[src/rtl/lrw_pkg.sv]
package lrw_pkg;
  localparam int DATA_W  = 32;
  localparam int OFS_W   = 4;
  localparam int CMP_BIT = 1;

  localparam logic [OFS_W-1:0] OFS_CTRL  = 4'd0;
  localparam logic [OFS_W-1:0] OFS_PEND  = 4'd1;
  localparam logic [OFS_W-1:0] OFS_MASK  = 4'd2;
  localparam logic [OFS_W-1:0] OFS_MCLR  = 4'd3;
  localparam logic [OFS_W-1:0] OFS_MSET  = 4'd4;
  localparam logic [OFS_W-1:0] OFS_ROUTE = 4'd5;
  localparam logic [OFS_W-1:0] OFS_OSEL  = 4'd6;
  localparam logic [OFS_W-1:0] OFS_IDENT = 4'd7;
  localparam logic [OFS_W-1:0] OFS_CMPLO = 4'd8;
  localparam logic [OFS_W-1:0] OFS_CMPHI = 4'd9;

  // strobes from the decoder to the register banks
  typedef struct packed {
    logic rd;
    logic wrSet;
    logic wrClr;
    logic wrRoute;
    logic wrOsel;
    logic wrCmp;
  } lrwStrobe_t;
endpackage

[src/rtl/lrw_ctrl.sv]
module lrw_ctrl
  import lrw_pkg::*;
#(
  parameter int NUM_CPU = 3,
  parameter int CPU_W   = 2,
  parameter int PIN_W   = 6,
  parameter int MAX_PIN = 5
) (
  input  logic              reqValid,
  input  logic              reqWrite,
  input  logic              reqOther,
  input  logic [OFS_W-1:0]  reqOfs,
  input  logic [CPU_W-1:0]  reqCpu,
  input  logic [DATA_W-1:0] reqWdata,
  input  logic [CPU_W-1:0]  otherSel [NUM_CPU],
  output lrwStrobe_t        strobe,
  output logic [CPU_W-1:0]  target,
  output logic [OFS_W-1:0]  accOfs
);
  localparam logic [CPU_W:0]    CPU_LIM  = (CPU_W+1)'(NUM_CPU);
  localparam logic [PIN_W-1:0]  PIN_LIM  = PIN_W'(MAX_PIN);
  localparam logic [DATA_W-1:0] OSEL_LIM = DATA_W'(NUM_CPU);

  logic             reqOk;
  logic             isWr;
  logic             pinOk;
  logic             oselOk;
  logic [CPU_W-1:0] ownIdx;

  always_comb begin
    reqOk  = reqValid && ({1'b0, reqCpu} < CPU_LIM);
    ownIdx = reqOk ? reqCpu : '0;
    target = reqOther ? otherSel[ownIdx] : ownIdx;
    accOfs = reqOfs;
    isWr   = reqOk && reqWrite;
    pinOk  = reqWdata[PIN_W-1:0] <= PIN_LIM;
    oselOk = reqWdata < OSEL_LIM;

    strobe.rd      = reqOk && !reqWrite;
    strobe.wrSet   = isWr && (reqOfs == OFS_MSET);
    strobe.wrClr   = isWr && (reqOfs == OFS_MCLR);
    strobe.wrRoute = isWr && (reqOfs == OFS_ROUTE) && pinOk;
    strobe.wrOsel  = isWr && (reqOfs == OFS_OSEL) && oselOk;
    strobe.wrCmp   = isWr && (reqOfs == OFS_CMPLO);
  end
endmodule

[src/rtl/lrw_regs.sv]
module lrw_regs
  import lrw_pkg::*;
#(
  parameter int NUM_CPU  = 3,
  parameter int CPU_W    = 2,
  parameter int PIN_W    = 6,
  parameter int MASK_W   = 6,
  parameter int MASK_RST = 'h32
) (
  input  logic              clk,
  input  logic              rstN,
  input  lrwStrobe_t        strobe,
  input  logic [CPU_W-1:0]  target,
  input  logic [OFS_W-1:0]  accOfs,
  input  logic [DATA_W-1:0] wdata,
  input  logic [NUM_CPU-1:0] timerExpire,
  output logic [CPU_W-1:0]  otherSel [NUM_CPU],
  output logic [NUM_CPU-1:0] pendVec,
  output logic [NUM_CPU-1:0] maskCmp,
  output logic [NUM_CPU-1:0] routeEn,
  output logic [PIN_W-1:0]  routePin [NUM_CPU],
  output logic [DATA_W-1:0] cmpVal [NUM_CPU],
  output logic              rspValid,
  output logic [DATA_W-1:0] rspData
);
  localparam logic [MASK_W-1:0] MASK_INIT = MASK_W'(MASK_RST);

  logic [MASK_W-1:0] maskR [NUM_CPU];
  logic              pendR [NUM_CPU];
  logic [DATA_W-1:0] rdWord;

  for (genvar b = 0; b < NUM_CPU; b++) begin : g_bank
    localparam logic [CPU_W-1:0] BIDX = CPU_W'(b);
    logic hit;
    assign hit = (target == BIDX);

    always_ff @(posedge clk) begin
      if (!rstN) begin
        maskR[b]    <= MASK_INIT;
        pendR[b]    <= 1'b0;
        routeEn[b]  <= 1'b1;
        routePin[b] <= '0;
        otherSel[b] <= '0;
        cmpVal[b]   <= '1;
      end else begin
        if (strobe.wrSet && hit)
          maskR[b] <= maskR[b] | wdata[MASK_W-1:0];
        else if (strobe.wrClr && hit)
          maskR[b] <= maskR[b] & ~wdata[MASK_W-1:0];
        if (strobe.wrRoute && hit) begin
          routeEn[b]  <= wdata[DATA_W-1];
          routePin[b] <= wdata[PIN_W-1:0];
        end
        if (strobe.wrOsel && hit)
          otherSel[b] <= wdata[CPU_W-1:0];
        if (strobe.wrCmp && hit)
          cmpVal[b] <= wdata;
        // expiry wins over the clear caused by a compare write
        if (timerExpire[b])
          pendR[b] <= 1'b1;
        else if (strobe.wrCmp && hit)
          pendR[b] <= 1'b0;
      end
    end

    assign pendVec[b] = pendR[b];
    assign maskCmp[b] = maskR[b][CMP_BIT];
  end

  always_comb begin
    rdWord = '0;
    case (accOfs)
      OFS_PEND:  rdWord[CMP_BIT] = pendR[target];
      OFS_MASK:  rdWord[MASK_W-1:0] = maskR[target];
      OFS_ROUTE: begin
        rdWord[DATA_W-1]  = routeEn[target];
        rdWord[PIN_W-1:0] = routePin[target];
      end
      OFS_OSEL:  rdWord[CPU_W-1:0] = otherSel[target];
      OFS_IDENT: rdWord[CPU_W-1:0] = target;
      OFS_CMPLO: rdWord = cmpVal[target];
      default:   rdWord = '0;
    endcase
  end

  always_ff @(posedge clk) begin
    if (!rstN) begin
      rspValid <= 1'b0;
      rspData  <= '0;
    end else begin
      rspValid <= strobe.rd;
      rspData  <= strobe.rd ? rdWord : '0;
    end
  end
endmodule

[src/rtl/lrw_top.sv]
module lrw_top
  import lrw_pkg::*;
#(
  parameter int NUM_CPU = 3,
  parameter int CPU_W   = (NUM_CPU > 1) ? $clog2(NUM_CPU) : 1,
  parameter int PIN_W   = 6,
  parameter int MAX_PIN = 5
) (
  input  logic                      clk,
  input  logic                      rstN,
  input  logic                      reqValid,
  input  logic                      reqWrite,
  input  logic                      reqOther,
  input  logic [OFS_W-1:0]          reqOfs,
  input  logic [CPU_W-1:0]          reqCpu,
  input  logic [DATA_W-1:0]         reqWdata,
  input  logic [NUM_CPU-1:0]        timerExpire,
  output logic                      rspValid,
  output logic [DATA_W-1:0]         rspData,
  output logic [NUM_CPU*DATA_W-1:0] cmpValueFlat,
  output logic [NUM_CPU*PIN_W-1:0]  cmpPinFlat,
  output logic [NUM_CPU-1:0]        cmpIrq
);
  lrwStrobe_t          strobe;
  logic [CPU_W-1:0]    target;
  logic [OFS_W-1:0]    accOfs;
  logic [CPU_W-1:0]    otherSel [NUM_CPU];
  logic [NUM_CPU-1:0]  pendVec;
  logic [NUM_CPU-1:0]  maskCmp;
  logic [NUM_CPU-1:0]  routeEn;
  logic [PIN_W-1:0]    routePin [NUM_CPU];
  logic [DATA_W-1:0]   cmpVal [NUM_CPU];
  logic [NUM_CPU*CPU_W-1:0] otherSelFlat;

  lrw_ctrl #(.NUM_CPU(NUM_CPU), .CPU_W(CPU_W), .PIN_W(PIN_W), .MAX_PIN(MAX_PIN)) u_ctrl (
    .reqValid(reqValid), .reqWrite(reqWrite), .reqOther(reqOther), .reqOfs(reqOfs),
    .reqCpu(reqCpu), .reqWdata(reqWdata), .otherSel(otherSel),
    .strobe(strobe), .target(target), .accOfs(accOfs)
  );

  lrw_regs #(.NUM_CPU(NUM_CPU), .CPU_W(CPU_W), .PIN_W(PIN_W)) u_regs (
    .clk(clk), .rstN(rstN), .strobe(strobe), .target(target), .accOfs(accOfs),
    .wdata(reqWdata), .timerExpire(timerExpire), .otherSel(otherSel),
    .pendVec(pendVec), .maskCmp(maskCmp), .routeEn(routeEn), .routePin(routePin),
    .cmpVal(cmpVal), .rspValid(rspValid), .rspData(rspData)
  );

  for (genvar b = 0; b < NUM_CPU; b++) begin : g_out
    assign cmpIrq[b] = pendVec[b] & maskCmp[b] & routeEn[b];
    assign cmpPinFlat[b*PIN_W +: PIN_W]     = routePin[b];
    assign cmpValueFlat[b*DATA_W +: DATA_W] = cmpVal[b];
    assign otherSelFlat[b*CPU_W +: CPU_W]   = otherSel[b];
  end
endmodule

[config.mk]
export PLATFORM = sky130hd
export DESIGN_NAME = lrw_top
export DESIGN_NICKNAME = d
export VERILOG_FILES = /design/src/rtl/lrw_pkg.sv /design/src/rtl/lrw_ctrl.sv /design/src/rtl/lrw_regs.sv /design/src/rtl/lrw_top.sv
export SDC_FILE = /design/constraint.sdc
export NUM_CORES = 1
export LEC_CHECK = 0
export BUFFER_PORTS_ARGS = -buffer_cell sky130_fd_sc_hd__buf_2
export CELL_PAD_IN_SITES_DETAIL_PLACEMENT = 1
export CELL_PAD_IN_SITES_GLOBAL_PLACEMENT = 2
export CORE_ASPECT_RATIO = 2
export CORE_MARGIN = 5
export CORE_UTILIZATION = 30
export CTS_CLUSTER_DIAMETER = 50
export CTS_CLUSTER_SIZE = 10
export DETAILED_ROUTE_END_ITERATION = 10
export GPL_ROUTABILITY_DRIVEN = 0
export PLACE_DENSITY = 0.79
export SETUP_SLACK_MARGIN = 0.3
export SLEW_MARGIN = 15
export SYNTH_ARGS = -nofsm -noshare
export SYNTH_HDL_FRONTEND = slang
export SYNTH_SLANG_ARGS = --single-unit
[constraint.sdc]
create_clock -name clk -period 2.1 [get_ports clk]
set_input_delay 0.21 -clock clk [delete_from_list [all_inputs] [get_ports clk]]
set_output_delay 0.21 -clock clk [all_outputs]
set_load 0.02 [all_outputs]
==> reports/qor.yml <==
r2r_cells: 10
grt_pass1_vias: 8020
ys_async_sr_fraction_pct: 0
dr_total_vias: 7941
crit_path_frequent_cell: "buf_12"
cts_root_buf: "clkbuf_16"
min_period_over_period_pct: 94.53
nFillCells: 2985
drive_gt1_share_pct: 39.13
initial_utilization_pct: 30.22
crit_start: "u_regs.otherSel[2]"
ff2ff_setup_slack_ns: 0.11
die_w_um: 121.8
grt-ovfl-total: 0
clock_sink_count: 177
rr_endpoint: "u_regs.rspData[1]"
portBuffers: 195
tightest_slew_ns: 0.8524
mostFrequentLayoutCells: "nand2_1, buf_2, dfxtp_1, nand3_1, buf_4"
cts_htree_levels: 4
diodes: 0
tns_ns: 0
ant_nets: 0
vias_per_cell: 5.183
grt_usage_pct: 22.81
setup_viol: 0
grt_max_degree: 76
holdCritStartpoint: "reqWdata[20]"
synthDistinctLibCells: 46
num_rows: 82
max_stage_delay_ns: 0.34
powerDensity_nw_per_um2: 660.3
path_class: "reg -> reg"
worstPathCellList: "nor2b_4 > o32ai_4 > buf_4 > nor2_4 > buf_12 > buf_12 > mux2i_2 > o2bb2ai_2 > a22oi_2 > a31oi_1"
drtIter0Drc: 603
hold_viol_final: 0
ys_seq_elements: 177
netlist_top_cells_area: "dfxtp_1, nand2_1, nand3_1, edfxtp_1, a21oi_1"
worstPathMaxFanout: 6
drc_errors: 0
fin_crit_ns: 1.985
synth_nets: 973
cap_violations: 0
slew_violations: 0
grt_setup_unrepaired: "true"
cp-end-kind: "flip-flop"
routedWlPerCell_um: 22.71
clockBufferDepth: 2
clock_skew_ns: 0.009298
dieHeight_um: 233.6
fin_cells: 1532
synth-seq-area-share_pct: 49.90
ys_warn_count: 0
leakage_nw: 5.152
vdd_ir_drop_max_uv: 504.9
syn_avg_cell_area_um2: 8.093
hold_end: "u_regs.cmpVal[20]"
hp-class: "in -> reg"
fmax_mhz: 503.7
r2r-start: "u_regs.otherSel[2]"
dp_hpwl_um: 21680
outcome: "completed"
slowest_stage: "dfxtp_2"
clk_latency_ns: 0.46
core_um2: 24830
synth_area_um2: 7502
dr.pass1.iters: 5
grt_pass1_wl_um: 48840
worstPathRequired_ns: 2.43
worstPathArrival_ns: 2.32
nets: 1229
synth_flop_cell: "dfxtp_1"
dp_cells: 1454
netlist_instances: 927
area_growth_pct: 50.58
ioPinCount: 196
cts_tree: "yes"
synth_top_area_share_pct: 41.89
synth_edf_count: 20
antenna_found_initial: 1
cts_buffers: 17
critPathLaunchType: "flip-flop"
final_common_cell: "nand2_1"
fin_total_pwr_mw: 7.460
path_clk_slew_ns: 0.07
drt_wl_total_um: 34790
die-area_um2: 28460
relSlewSlack_pct: 43.17
hold_depth: 3
synth_top_cell_by_area: "dfxtp_1"
[how the worst max path moves through the flow]
stage / to / slack, ns / cells past startpoint
finish: u_regs.rspData[1] / 0.11 / 10
global route: u_regs.rspData[1] / 0.06 / 10
CTS: u_regs.rspData[1] / 0.18 / 9
detailed placement: u_regs.rspData[31] / -0.04 / 10
global placement: u_regs.routeEn[2] / 0.06 / 10
floorplan: u_regs.maskR[0][0] / 0.17 / 5
[cells in the mapped netlist, types with 2 or more instances]
cell,count
nor2b_1,13
nor2_1,37
and2_1,4
o211ai_1,4
nand3_1,121
nand2b_1,15
buf_6,3
o21ai_0,12
dfxtp_1,157
o211a_1,6
a21boi_1,6
nand3b_1,5
o2bb2ai_1,12
a211oi_1,3
mux2i_1,27
nor4_1,6
nor2_2,3
a22oi_1,6
nand2_2,4
buf_4,3
and3_1,14
a31oi_1,6
a32oi_1,2
clkbuf_1,37
edfxtp_1,20
buf_2,23
nand2_1,290
nor3_1,5
a21oi_1,66
[cell families after synthesis]
kind of cell	Yosys count	share of synthesized area (%)
AOI/OAI and AO/OA	129	10.87
buffers and inverters	67	4.186
DFF	177	49.90
muxes	27	3.602
and+or+nand+nor	527	31.44
[registers in the layout, indices dropped and copies added (netlist names)]
register,flops
u_regs.pendR,3
u_regs.cmpVal,96
u_regs.otherSel,6
u_regs.routePin,18
u_regs.rspValid,1
u_regs.rspData,32
u_regs.routeEn,3
u_regs.maskR,18
[metrics by stage]
stage / hold WS [ns] / util (%) / cell area (um^2) / worst slack [ns]
after CTS: 0.001078 / 42.16 / 10470 / 0.1840
after floorplan: 0.3340 / - / 7502 / 0.1675
after global routing: 0.01605 / 45.50 / 11300 / 0.06143
final: 0.01762 / 45.50 / 11300 / 0.1148
after detailed placement: 0.4684 / 37.09 / 9210 / -0.03709
after global placement: 0.4438 / 37.09 / 9210 / 0.06335
[critical path: cells and delay by family, from the launching register on]
family / cells / cell delay [ns]
and+or+nand+nor: 2 / 0.32
buffers and inverters: 3 / 0.43
AOI/OAI and AO/OA: 4 / 0.48
DFF: 1 / 0.34
muxes: 1 / 0.28
[per-layer routing]
| layer | GRT usage, % | vias to the layer above | wire (um) | share of wire [%] |
|---|---|---|---|---|
| li1 | - | 3675 | - | - |
| met1 | 28.62 | 3948 | 14510 | 42 |
| met2 | 38.63 | 277 | 17560 | 50 |
| met3 | 5.258 | 39 | 2011 | 5.8 |
| met4 | 7.013 | 2 | 694 | 2.0 |
| met5 | 0 | - | 13 | 0.037 |
[layout make-up]
class,instances,area (um^2),share of cell area [%]
clock buffer,24,483.0,4.275
clock inverter,8,123.9,1.096
inverter,1,3.754,0.03323
multi-input combinational,683,4197,37.15
sequential,177,3751,33.20
tap,336,420.4,3.721
timing repair buffer,303,2318,20.52
[where the power goes]
part / internal (mW) / total [mW] / switching, mW
Clock: 1.98 / 3.40 / 1.43
Combinational: 0.227 / 0.602 / 0.375
Sequential: 3.44 / 3.45 / 0.0162
Total: 5.64 / 7.46 / 1.82
[what timing repair did]
item,4_1_cts,5_1_grt
endpoints found under the setup margin,174,167
gates cloned,5,7
buffers inserted,20,11
hold buffers,3,0
pin swaps,24,41
resized for setup,78,125
hold endpoints to repair,2,0
Power figures use the tool's default switching activity.
